<file path="src/rtl/hwp_pkg.sv">
package hwp_pkg;

  typedef enum logic [1:0] {
    SEL_CTRL     = 2'b00,
    SEL_DATA_INC = 2'b01,
    SEL_ADDR     = 2'b10,
    SEL_DATA_FIX = 2'b11
  } hostSel_e;

  // Control -> datapath strobes
  typedef struct packed {
    logic ctrlWr;       // load control register from host data
    logic addrHoldWr;   // capture upper address halfword
    logic addrNow;      // load address from hold + live halfword
    logic addrStage;    // park full address until FIFO drains
    logic addrLoad;     // load parked address
    logic dataHoldWr;   // capture upper data halfword
    logic push;         // queue word at current address, then step
    logic directStage;  // capture a fixed-address word
    logic directActive; // fixed-address word waiting for memory
  } dpStrobes_t;

  // Datapath -> control status
  typedef struct packed {
    logic fifoEmpty;
    logic fifoFull;
    logic directDone;
  } dpStatus_t;

endpackage

</file>
<file path="src/rtl/hwp_fifo.sv">
module hwp_fifo #(
  parameter int WIDTH = 64,
  parameter int DEPTH = 8
) (
  input  logic             clk,
  input  logic             rstN,
  input  logic             push,
  input  logic [WIDTH-1:0] pushData,
  input  logic             pop,
  output logic [WIDTH-1:0] headData,
  output logic             empty,
  output logic             full
);
  localparam int PTR_W = (DEPTH > 1) ? $clog2(DEPTH) : 1;
  localparam int CNT_W = $clog2(DEPTH + 1);

  logic [WIDTH-1:0] store [DEPTH];
  logic [PTR_W-1:0] wrPtr, rdPtr;
  logic [CNT_W-1:0] count;

  assign empty    = (count == '0);
  assign full     = (count == CNT_W'(DEPTH));
  assign headData = store[rdPtr];

  always_ff @(posedge clk) begin
    if (push) store[wrPtr] <= pushData;
  end

  always_ff @(posedge clk) begin
    if (!rstN) begin
      wrPtr <= '0;
      rdPtr <= '0;
      count <= '0;
    end else begin
      if (push) wrPtr <= (wrPtr == PTR_W'(DEPTH - 1)) ? '0 : wrPtr + 1'b1;
      if (pop)  rdPtr <= (rdPtr == PTR_W'(DEPTH - 1)) ? '0 : rdPtr + 1'b1;
      case ({push, pop})
        2'b10:   count <= count + 1'b1;
        2'b01:   count <= count - 1'b1;
        default: count <= count;
      endcase
    end
  end

  // the controller never queues into a full FIFO
  p_no_overflow_r7: assert property (@(posedge clk) disable iff (!rstN)
    push |-> !full);
  // a drain happens only from a non-empty FIFO
  p_no_underflow_r8: assert property (@(posedge clk) disable iff (!rstN)
    pop |-> !empty);
  p_count_bound_r6: assert property (@(posedge clk) disable iff (!rstN)
    count <= CNT_W'(DEPTH));

endmodule

</file>
<file path="src/rtl/hwp_ctrl.sv">
module hwp_ctrl
  import hwp_pkg::*;
(
  input  logic       clk,
  input  logic       rstN,
  input  logic [1:0] hostSel,
  input  logic       hostHalf,
  input  logic       hostRdWr,
  input  logic       hostCsN,
  input  logic       hostAsN,
  input  logic       hostStrbN,
  input  dpStatus_t  status,
  output dpStrobes_t strobes,
  output logic       hostBusy
);
  typedef enum logic [1:0] {ST_IDLE, ST_DIRECT, ST_ADDR_WAIT} ctlState_e;

  ctlState_e state, nextState;
  logic [3:0] ctlLatch;
  hostSel_e  effSel;
  logic      effHalf, effRd, accept;

  // Control lines captured while the address strobe is low
  always_ff @(posedge clk) begin
    if (!rstN)         ctlLatch <= '0;
    else if (!hostAsN) ctlLatch <= {hostSel, hostHalf, hostRdWr};
  end

  always_comb begin
    if (hostAsN) begin
      effSel  = hostSel_e'(ctlLatch[3:2]);
      effHalf = ctlLatch[1];
      effRd   = ctlLatch[0];
    end else begin
      effSel  = hostSel_e'(hostSel);
      effHalf = hostHalf;
      effRd   = hostRdWr;
    end
  end

  assign hostBusy = (state != ST_IDLE) || status.fifoFull;
  assign accept   = !hostCsN && !hostStrbN && !effRd && !hostBusy;

  always_comb begin
    strobes   = '0;
    nextState = state;
    strobes.directActive = (state == ST_DIRECT);
    case (state)
      ST_IDLE: begin
        if (accept) begin
          case (effSel)
            SEL_CTRL: strobes.ctrlWr = 1'b1;
            SEL_ADDR: begin
              if (!effHalf)              strobes.addrHoldWr = 1'b1;
              else if (status.fifoEmpty) strobes.addrNow    = 1'b1;
              else begin
                strobes.addrStage = 1'b1;
                nextState         = ST_ADDR_WAIT;
              end
            end
            SEL_DATA_FIX: begin
              if (!effHalf) strobes.dataHoldWr = 1'b1;
              else begin
                strobes.directStage = 1'b1;
                nextState           = ST_DIRECT;
              end
            end
            SEL_DATA_INC: begin
              if (!effHalf) strobes.dataHoldWr = 1'b1;
              else          strobes.push       = 1'b1;
            end
            default: ;
          endcase
        end
      end
      ST_DIRECT: begin
        if (status.directDone) nextState = ST_IDLE;
      end
      ST_ADDR_WAIT: begin
        if (status.fifoEmpty) begin
          strobes.addrLoad = 1'b1;
          nextState        = ST_IDLE;
        end
      end
      default: nextState = ST_IDLE;
    endcase
  end

  always_ff @(posedge clk) begin
    if (!rstN) state <= ST_IDLE;
    else       state <= nextState;
  end

  // at most one datapath action per clock
  p_single_action_r1: assert property (@(posedge clk) disable iff (!rstN)
    $onehot0({strobes.ctrlWr, strobes.addrHoldWr, strobes.addrNow, strobes.addrStage,
              strobes.addrLoad, strobes.dataHoldWr, strobes.push, strobes.directStage}));
  // control writes never make the host wait
  p_ctrl_free_r3: assert property (@(posedge clk) disable iff (!rstN)
    (accept && effSel == SEL_CTRL) |=> !hostBusy);
  // first data halfword completes without wait
  p_first_half_free_r5: assert property (@(posedge clk) disable iff (!rstN)
    (accept && (effSel == SEL_DATA_FIX || effSel == SEL_DATA_INC) && !effHalf) |=> !hostBusy);
  // second fixed-address halfword makes the host wait
  p_second_half_busy_r5: assert property (@(posedge clk) disable iff (!rstN)
    (accept && effSel == SEL_DATA_FIX && effHalf) |=> hostBusy);
  p_direct_hold_r5: assert property (@(posedge clk) disable iff (!rstN)
    (state == ST_DIRECT && !status.directDone) |=> hostBusy);
  // a parked address keeps the host waiting until the drain completes
  p_addr_wait_r9: assert property (@(posedge clk) disable iff (!rstN)
    (state == ST_ADDR_WAIT && !status.fifoEmpty) |=> hostBusy);

endmodule

</file>
<file path="src/rtl/hwp_datapath.sv">
module hwp_datapath
  import hwp_pkg::*;
#(
  parameter int HALF_W = 16,
  parameter int DEPTH  = 8
) (
  input  logic                clk,
  input  logic                rstN,
  input  logic [HALF_W-1:0]   hostData,
  input  dpStrobes_t          strobes,
  output dpStatus_t           status,
  output logic [HALF_W-1:0]   ctrlValue,
  output logic                memReq,
  output logic [2*HALF_W-1:0] memAddr,
  output logic [2*HALF_W-1:0] memData,
  input  logic                memAck
);
  localparam int WORD_W  = 2 * HALF_W;
  localparam int ADDR_W  = WORD_W;
  localparam int STEP    = WORD_W / 8;
  localparam int ENTRY_W = ADDR_W + WORD_W;

  logic [HALF_W-1:0]  ctrlReg, addrHold, dataHold;
  logic [ADDR_W-1:0]  addrReg, pendAddr;
  logic [WORD_W-1:0]  directWord;
  logic [ENTRY_W-1:0] headEntry;
  logic               fifoEmpty, fifoFull, pop;

  always_ff @(posedge clk) begin
    if (!rstN) begin
      ctrlReg    <= '0;
      addrHold   <= '0;
      dataHold   <= '0;
      addrReg    <= '0;
      pendAddr   <= '0;
      directWord <= '0;
    end else begin
      if (strobes.ctrlWr)      ctrlReg    <= hostData;
      if (strobes.addrHoldWr)  addrHold   <= hostData;
      if (strobes.dataHoldWr)  dataHold   <= hostData;
      if (strobes.addrStage)   pendAddr   <= {addrHold, hostData};
      if (strobes.directStage) directWord <= {dataHold, hostData};
      if (strobes.addrNow)       addrReg <= {addrHold, hostData};
      else if (strobes.addrLoad) addrReg <= pendAddr;
      else if (strobes.push)     addrReg <= addrReg + ADDR_W'(STEP);
    end
  end

  hwp_fifo #(.WIDTH(ENTRY_W), .DEPTH(DEPTH)) i_fifo (
    .clk      (clk),
    .rstN     (rstN),
    .push     (strobes.push),
    .pushData ({addrReg, dataHold, hostData}),
    .pop      (pop),
    .headData (headEntry),
    .empty    (fifoEmpty),
    .full     (fifoFull)
  );

  // Queued words go first; a fixed-address word follows once the queue is empty
  assign pop     = !fifoEmpty && memAck;
  assign memReq  = !fifoEmpty || strobes.directActive;
  assign memAddr = fifoEmpty ? addrReg    : headEntry[ENTRY_W-1:WORD_W];
  assign memData = fifoEmpty ? directWord : headEntry[WORD_W-1:0];

  assign status.fifoEmpty  = fifoEmpty;
  assign status.fifoFull   = fifoFull;
  assign status.directDone = strobes.directActive && fifoEmpty && memAck;
  assign ctrlValue         = ctrlReg;

  // address steps by one word after each queued word
  p_addr_step_r8: assert property (@(posedge clk) disable iff (!rstN)
    strobes.push |=> addrReg == $past(addrReg) + ADDR_W'(STEP));
  // a waiting request holds its address and data
  p_mem_hold_r8: assert property (@(posedge clk) disable iff (!rstN)
    (memReq && !memAck) |=> (memReq && $stable(memAddr) && $stable(memData)));
  // fixed-address writes leave the address register alone
  p_addr_fixed_r5: assert property (@(posedge clk) disable iff (!rstN)
    (strobes.directActive && $past(strobes.directActive)) |-> $stable(addrReg));

endmodule

</file>
<file path="src/rtl/host_mux_write_port.sv">
module host_mux_write_port
  import hwp_pkg::*;
#(
  parameter int HALF_W = 16,
  parameter int DEPTH  = 8
) (
  input  logic                clk,
  input  logic                rstN,
  input  logic [HALF_W-1:0]   hostData,
  input  logic [1:0]          hostSel,
  input  logic                hostHalf,
  input  logic                hostRdWr,
  input  logic                hostCsN,
  input  logic                hostAsN,
  input  logic                hostStrbN,
  output logic                hostBusy,
  output logic [HALF_W-1:0]   ctrlValue,
  output logic                memReq,
  output logic [2*HALF_W-1:0] memAddr,
  output logic [2*HALF_W-1:0] memData,
  input  logic                memAck
);
  dpStrobes_t strobes;
  dpStatus_t  status;

  hwp_ctrl i_ctrl (
    .clk       (clk),
    .rstN      (rstN),
    .hostSel   (hostSel),
    .hostHalf  (hostHalf),
    .hostRdWr  (hostRdWr),
    .hostCsN   (hostCsN),
    .hostAsN   (hostAsN),
    .hostStrbN (hostStrbN),
    .status    (status),
    .strobes   (strobes),
    .hostBusy  (hostBusy)
  );

  hwp_datapath #(.HALF_W(HALF_W), .DEPTH(DEPTH)) i_datapath (
    .clk       (clk),
    .rstN      (rstN),
    .hostData  (hostData),
    .strobes   (strobes),
    .status    (status),
    .ctrlValue (ctrlValue),
    .memReq    (memReq),
    .memAddr   (memAddr),
    .memData   (memData),
    .memAck    (memAck)
  );

endmodule

</file>
<file path="config.mk">
export PLATFORM = sky130hd
export DESIGN_NAME = host_mux_write_port
export DESIGN_NICKNAME = d
export VERILOG_FILES = /design/src/rtl/hwp_pkg.sv /design/src/rtl/hwp_fifo.sv /design/src/rtl/hwp_ctrl.sv /design/src/rtl/hwp_datapath.sv /design/src/rtl/host_mux_write_port.sv
export SDC_FILE = /design/constraint.sdc
export NUM_CORES = 1
export LEC_CHECK = 0
export BUFFER_PORTS_ARGS = -buffer_cell sky130_fd_sc_hd__buf_2
export CAP_MARGIN = 0
export CORE_AREA = 2 2 224 226
export DETAILED_ROUTE_END_ITERATION = 16
export DIE_AREA = 0 0 226 228
export PLACE_DENSITY = 0.78
export SETUP_SLACK_MARGIN = 0.1
export SLEW_MARGIN = 20
export SYNTH_ARGS = -nofsm -noshare
export SYNTH_HDL_FRONTEND = slang
export SYNTH_SLANG_ARGS = --single-unit
</file>
<file path="constraint.sdc">
create_clock -name clk -period 12.6 [get_ports clk]
set_input_delay 3.15 -clock clk [delete_from_list [all_inputs] [get_ports clk]]
set_output_delay 3.15 -clock clk [all_outputs]
set_load 0.01 [all_outputs]
</file>
== Word-level counts from Yosys, hierarchy flattened ==
Memory sizes are Yosys's and may differ from the RTL's. A register that Yosys moved wholly into a read port is not among the register bits.
Index checks and enable logic that the tools add are counted.
Cells by class
  add/sub/neg operators: 5
  reductions and logical operators: 21
  equal/unequal tests: 17
  multiplexer cells: 38
Operators with widths (count)
  2-to-1 mux 32 bit: 5
  adder 32 x 3 -> 32 bit, second input constant: 1
  2-to-1 mux 3 bit: 7
  2-to-1 mux 2 bit: 8
  2-to-1 mux 1 bit: 13
  == test 2 bit, second input constant: 4
  2-to-1 mux 4 bit: 2
  case mux 4 bit (2 select lines): 1
  AND reduction 7 bit: 1
  adder 3 x 1 -> 3 bit, second input constant: 2
  == test 2 x 1 -> 1 bit, second input constant: 3
  == test 3 bit, second input constant: 2
  logical AND 1 bit: 6
  inequality test 3 x 2 -> 1 bit, second input constant: 2
  inequality test 3 bit, second input constant: 2
  case mux 2 bit (3 select lines): 1
  logical NOT 1 bit: 5
  adder 4 x 1 -> 4 bit, second input constant: 1
  == test 4 bit, second input constant: 1
  logical NOT 2 bit: 2
  logical NOT 4 bit: 1
  inequality test 2 x 1 -> 1 bit, second input constant: 2
  case mux 2 bit (2 select lines): 1
  nonzero test 2 bit: 2
  other kinds (5): 6
Storage, ports and cells
  register bits after elaboration: 160
  input port bits: 26
  word-level logic and storage cells: 93
  output and inout bits: 82
  RAM bits: 512
  memories: 1
Memory list
  i_datapath.i_fifo.store: words 8, width 64, read ports 1, clocked after Yosys merged registers in 1, write ports 1, RTL line hwp_fifo.sv:17  | logic [WIDTH-1:0] store [DEPTH];

== Longest topological paths before layout ==
  depth in word-level cells: 9
  gate-level depth with buffers: 13

== By module ==
From an unflattened synthesis, not the netlist that was laid out.
Unflattened totals
  cells, all modules: 1635
  area, all modules: 27321.2 um^2
Modules (own cells, without submodules)
  hwp_fifo: area an instance 19887.8 um^2, sequential area each 15635.0 um^2, cells an instance 813, times used 1
  hwp_datapath: area an instance 7031.7 um^2, sequential area each 2882.8 um^2, cells an instance 776, times used 1
  hwp_ctrl: area an instance 401.6 um^2, sequential area each 120.1 um^2, cells an instance 46, times used 1

== Worst setup path after synthesis ==
OpenSTA, ideal clock, no wires.
  kind: input to register
  start: in hostAsN
  end: mem i_datapath.i_fifo.store[0][0], enable pin
  cell stages on the path: 7
  arrival: 10304 ps
  setup time: 644 ps
  data required time: 11956 ps
  setup slack: 1652 ps
  cell sequence: buf_2 -> mux2i_1 -> and4_1 -> clkbuf_1 -> nand2_1 -> buf_2 -> nor4_1
On the way
  cells in the longest elaborated chain, start to end: 8
Ends and longest elaborated chain
  start, declared: RTL line host_mux_write_port.sv:14  | input logic hostAsN,
  parallel branches: the longest is 4 deep, another holds 2-to-1 mux 2 bit
  2-to-1 mux 3 bit *: RTL line hwp_ctrl.sv:50  | if (accept) begin
  2-to-1 mux 3 bit *: RTL line hwp_ctrl.sv:48  | case (state)
  2-to-1 mux 1 bit *: RTL line hwp_fifo.sv:26  | if (push) store[wrPtr] <= pushData;
  2-to-1 mux 1 bit (not written as such) *: RTL line hwp_fifo.sv:26
  end, declared: RTL line hwp_fifo.sv:17
Every way passes the cells marked *.

==> reports/results.txt <==
Status -> finished, final reports clean
Non-filler cells, final -> 2,530
Yosys warns -> 0
Cells after Synth -> 1,706
Crit-path slowest cell -> dfxtp_4
Clock root cell -> clkbuf_16
Critical path fanouts, max -> 66
Fin crit share -> 0.5308
FF-to-FF Start -> i_datapath.i_fifo.count[1]
Final net count -> 1,839
Seq/Total Area, Yosys -> 0.6986
Average wire per standard cell -> 24.04 um
Synth top area cells -> edfxtp_1 58%, dfxtp_1 12%, mux4_2 11%, mux2i_1 4.5%, nand2_1 3.2%
GR Util All Layers -> 0.2409
Req. time, crit path -> 9450 ps
CTS sink cnt -> 675
Relative slew slack -> 0.2449
Worst hold path type -> reg2reg
Syn_area_per_cell -> 15.64 um^2
Largest net degree at the start of global routing -> 78
Grt total ovfl -> 0
Routability Congestion -> 0.8449
Number of global-route vias before repair -> 15.39k
Arr. time, crit path -> 3540 ps
Slew at the pin with the worst max-slew slack -> 1133 ps
DP HPWL -> 33.52 mm
Post-synth top area share -> 0.5763
Initial antenna violation count -> 4
Reg2reg setup slack -> 9230 ps
Cts repair resizes -> 0
Critical Path, Cell by Cell -> buf_4 > mux4_2 > mux2i_1 > o21ai_0 > buf_2
Min Clock Period, post-route -> 6688 ps
Die H -> 228 um
Setup TNS -> 0 ps
CTS Buf Count -> 69
Via density -> 6.023
Startpoint types -> flip-flop
H-tree Lvls -> 3
IO Count -> 108
Routed Antenna Nets -> 0
Setup repair after global routing missed its margin -> false
Fraction of layout instances using a drive strength above 1 -> 0.2088
# diodes -> 0
Via count -> 15.24k
Number of synthesized flops with an enable pin -> 512
Most common cell after layout, fill and taps aside -> edfxtp_1
Placed Cells incl. Taps -> 2,406
Final Hold Fails -> 0
Leakage -> 10.03 nW
Core box area -> 0.04935 mm^2
Peak Freq -> 0.1495 GHz
Site Rows -> 82
Largest stage delay, worst path -> 920 ps
Max-slew violation count -> 0
First-pass GRT wire length -> 92.67 mm
Maximum vdd drop -> 0.0001413 V
Setup-failing EPs final -> 0
Drt drc -> 0
Synth-to-layout area growth -> 12.67%
Clk_lat worst skew -> 590 ps
Critical setup path kind -> reg2out
Net count after synthesis -> 1,740
Synthesized area -> 0.02668 mm^2
Synth async-reset ratio -> 0
Prevailing post-synth register cell -> edfxtp_1
WL final -> 60.83 mm
Post-DP Area -> 0.02783 mm^2
PortBufs -> 107
Min-delay src -> i_datapath.directWord[24]
Clk slew on worst S/H paths -> 60 ps
Final instance area -> 0.03006 mm^2
Die area -> 0.05153 mm^2
Initial Utilization -> 0.5406
Crit end category -> output port
Yosys cell types -> 59
Drt first pass iters -> 5
Post-CTS Hold Fix Bufs -> 0
Power per cell area -> 153.7 mW/mm^2
Seq cells post-synth -> 675
Initial DRC count -> 1,580
Die Width -> 226 um
Clk buf depth -> 3
Post-CTS setup buffer count -> 0
Clock skew -> 24.53 ps
Yosys top cell by area -> edfxtp_1
Max-cap check violation count -> 0
CTS tree -> yes
Most frequent cells in the layout -> 512 x edfxtp_1, 225 x nand2_1, 160 x dfxtp_1, 128 x mux4_2, 119 x mux2i_1
==> state kept, by name (all words and copies together), names as in the netlist, named ones only <==
name / cells
i_datapath.i_fifo.rdPtr: 3
i_datapath.dataHold: 16
i_datapath.i_fifo.count: 4
i_datapath.addrReg: 32
i_ctrl.state: 2
i_datapath.pendAddr: 32
i_datapath.addrHold: 16
i_datapath.i_fifo.store: 512
i_datapath.i_fifo.wrPtr: 3
i_datapath.directWord: 32
i_datapath.ctrlValue: 16
i_ctrl.ctlLatch: 4
==> final timing paths <==
check	endpoint	cells past startpoint
setup / recovery	memData[20]	5
hold / removal	i_datapath.directWord[24]	2
setup reg to reg	i_datapath.i_fifo.store[5][35]	5
hold reg to reg	i_datapath.directWord[24]	2
==> where the power goes <==
group / switching [mW] / leakage [nW] / internal, mW / total (mW)
Clock: 0.817 / 1.08 / 1.18 / 2.00
Sequential: 0.0471 / 6.32 / 2.41 / 2.46
Combinational: 0.106 / 2.63 / 0.0587 / 0.164
Total: 0.970 / 10.0 / 3.65 / 4.62
==> metal layers <==
layer | vias up | share of wire | track usage
li1 | 6729 | - | -
met1 | 7736 | 0.41 | 0.3353
met2 | 647 | 0.48 | 0.3735
met3 | 118 | 0.077 | 0.05165
met4 | 8 | 0.035 | 0.09685
met5 | - | 0.00087 | 0
==> kinds of logic (layout without fill, tap and decap cells) <==
family          count (synthesis)  after routing  share of synthesized area
simple gates                  405            405                    0.06603
buf+inv                       110            262                    0.01890
flops                         675            675                     0.6986
compound gates                230            230                    0.04985
xor+xnor                       31             31                    0.01018
fa+ha+maj                       8              8                   0.003752
mux                           247            247                     0.1527
==> Yosys cell counts, drive strengths merged, types with 3 or more instances <==
master,n
dfxtp,163
xnor2,10
nor2,98
ha,8
mux4,128
clkbuf,57
nor3,16
nand3,16
a32oi,3
and2,3
or2,3
nor3b,3
a21oi,103
and3,3
o21ai,74
nand2b,6
xor2,21
o221ai,17
mux2i,119
a31oi,3
nor2b,4
nand2,227
a211oi,11
buf,48
nand4,9
edfxtp,512
nor4,7
o21a,4
and4,3
a311oi,3
inv,5
==> through the flow <==
| stage | power (mW) | hold slack, ps | utilization | setup slack, ps |
|---|---|---|---|---|
| 3_3_place_gp | 2.665 | 435.9 | 0.5640 | 6324 |
| 6_report | 4.621 | 454.5 | 0.6091 | 5912 |
| 5_1_grt | 4.755 | 475.5 | 0.6091 | 5703 |
| 4_1_cts | 4.646 | 453.1 | 0.6090 | 5694 |
| 2_1_floorplan | 2.594 | 428.7 | - | 1652 |
| 3_5_place_dp | 2.672 | 446.5 | 0.5640 | 6274 |
==> final cells by class <==
| class | count | area [um^2] |
|---|---|---|
| clock buffers | 99 | 1982 |
| flip-flops and latches | 675 | 18650 |
| multi-input cells | 921 | 7592 |
| inverters | 5 | 21.27 |
| well taps | 672 | 840.8 |
| clock inverters | 25 | 240.2 |
| repair buffers | 133 | 734.5 |
| fillers | 3505 | 19290 |
==> critical path: cells and delay by family, from the launching register on <==
family          cells  cell delay [ps]
flops               1              920
mux                 2              450
buf+inv             2             1130
compound gates      1              400
No activity file was read; power rests on OpenSTA's default activity.
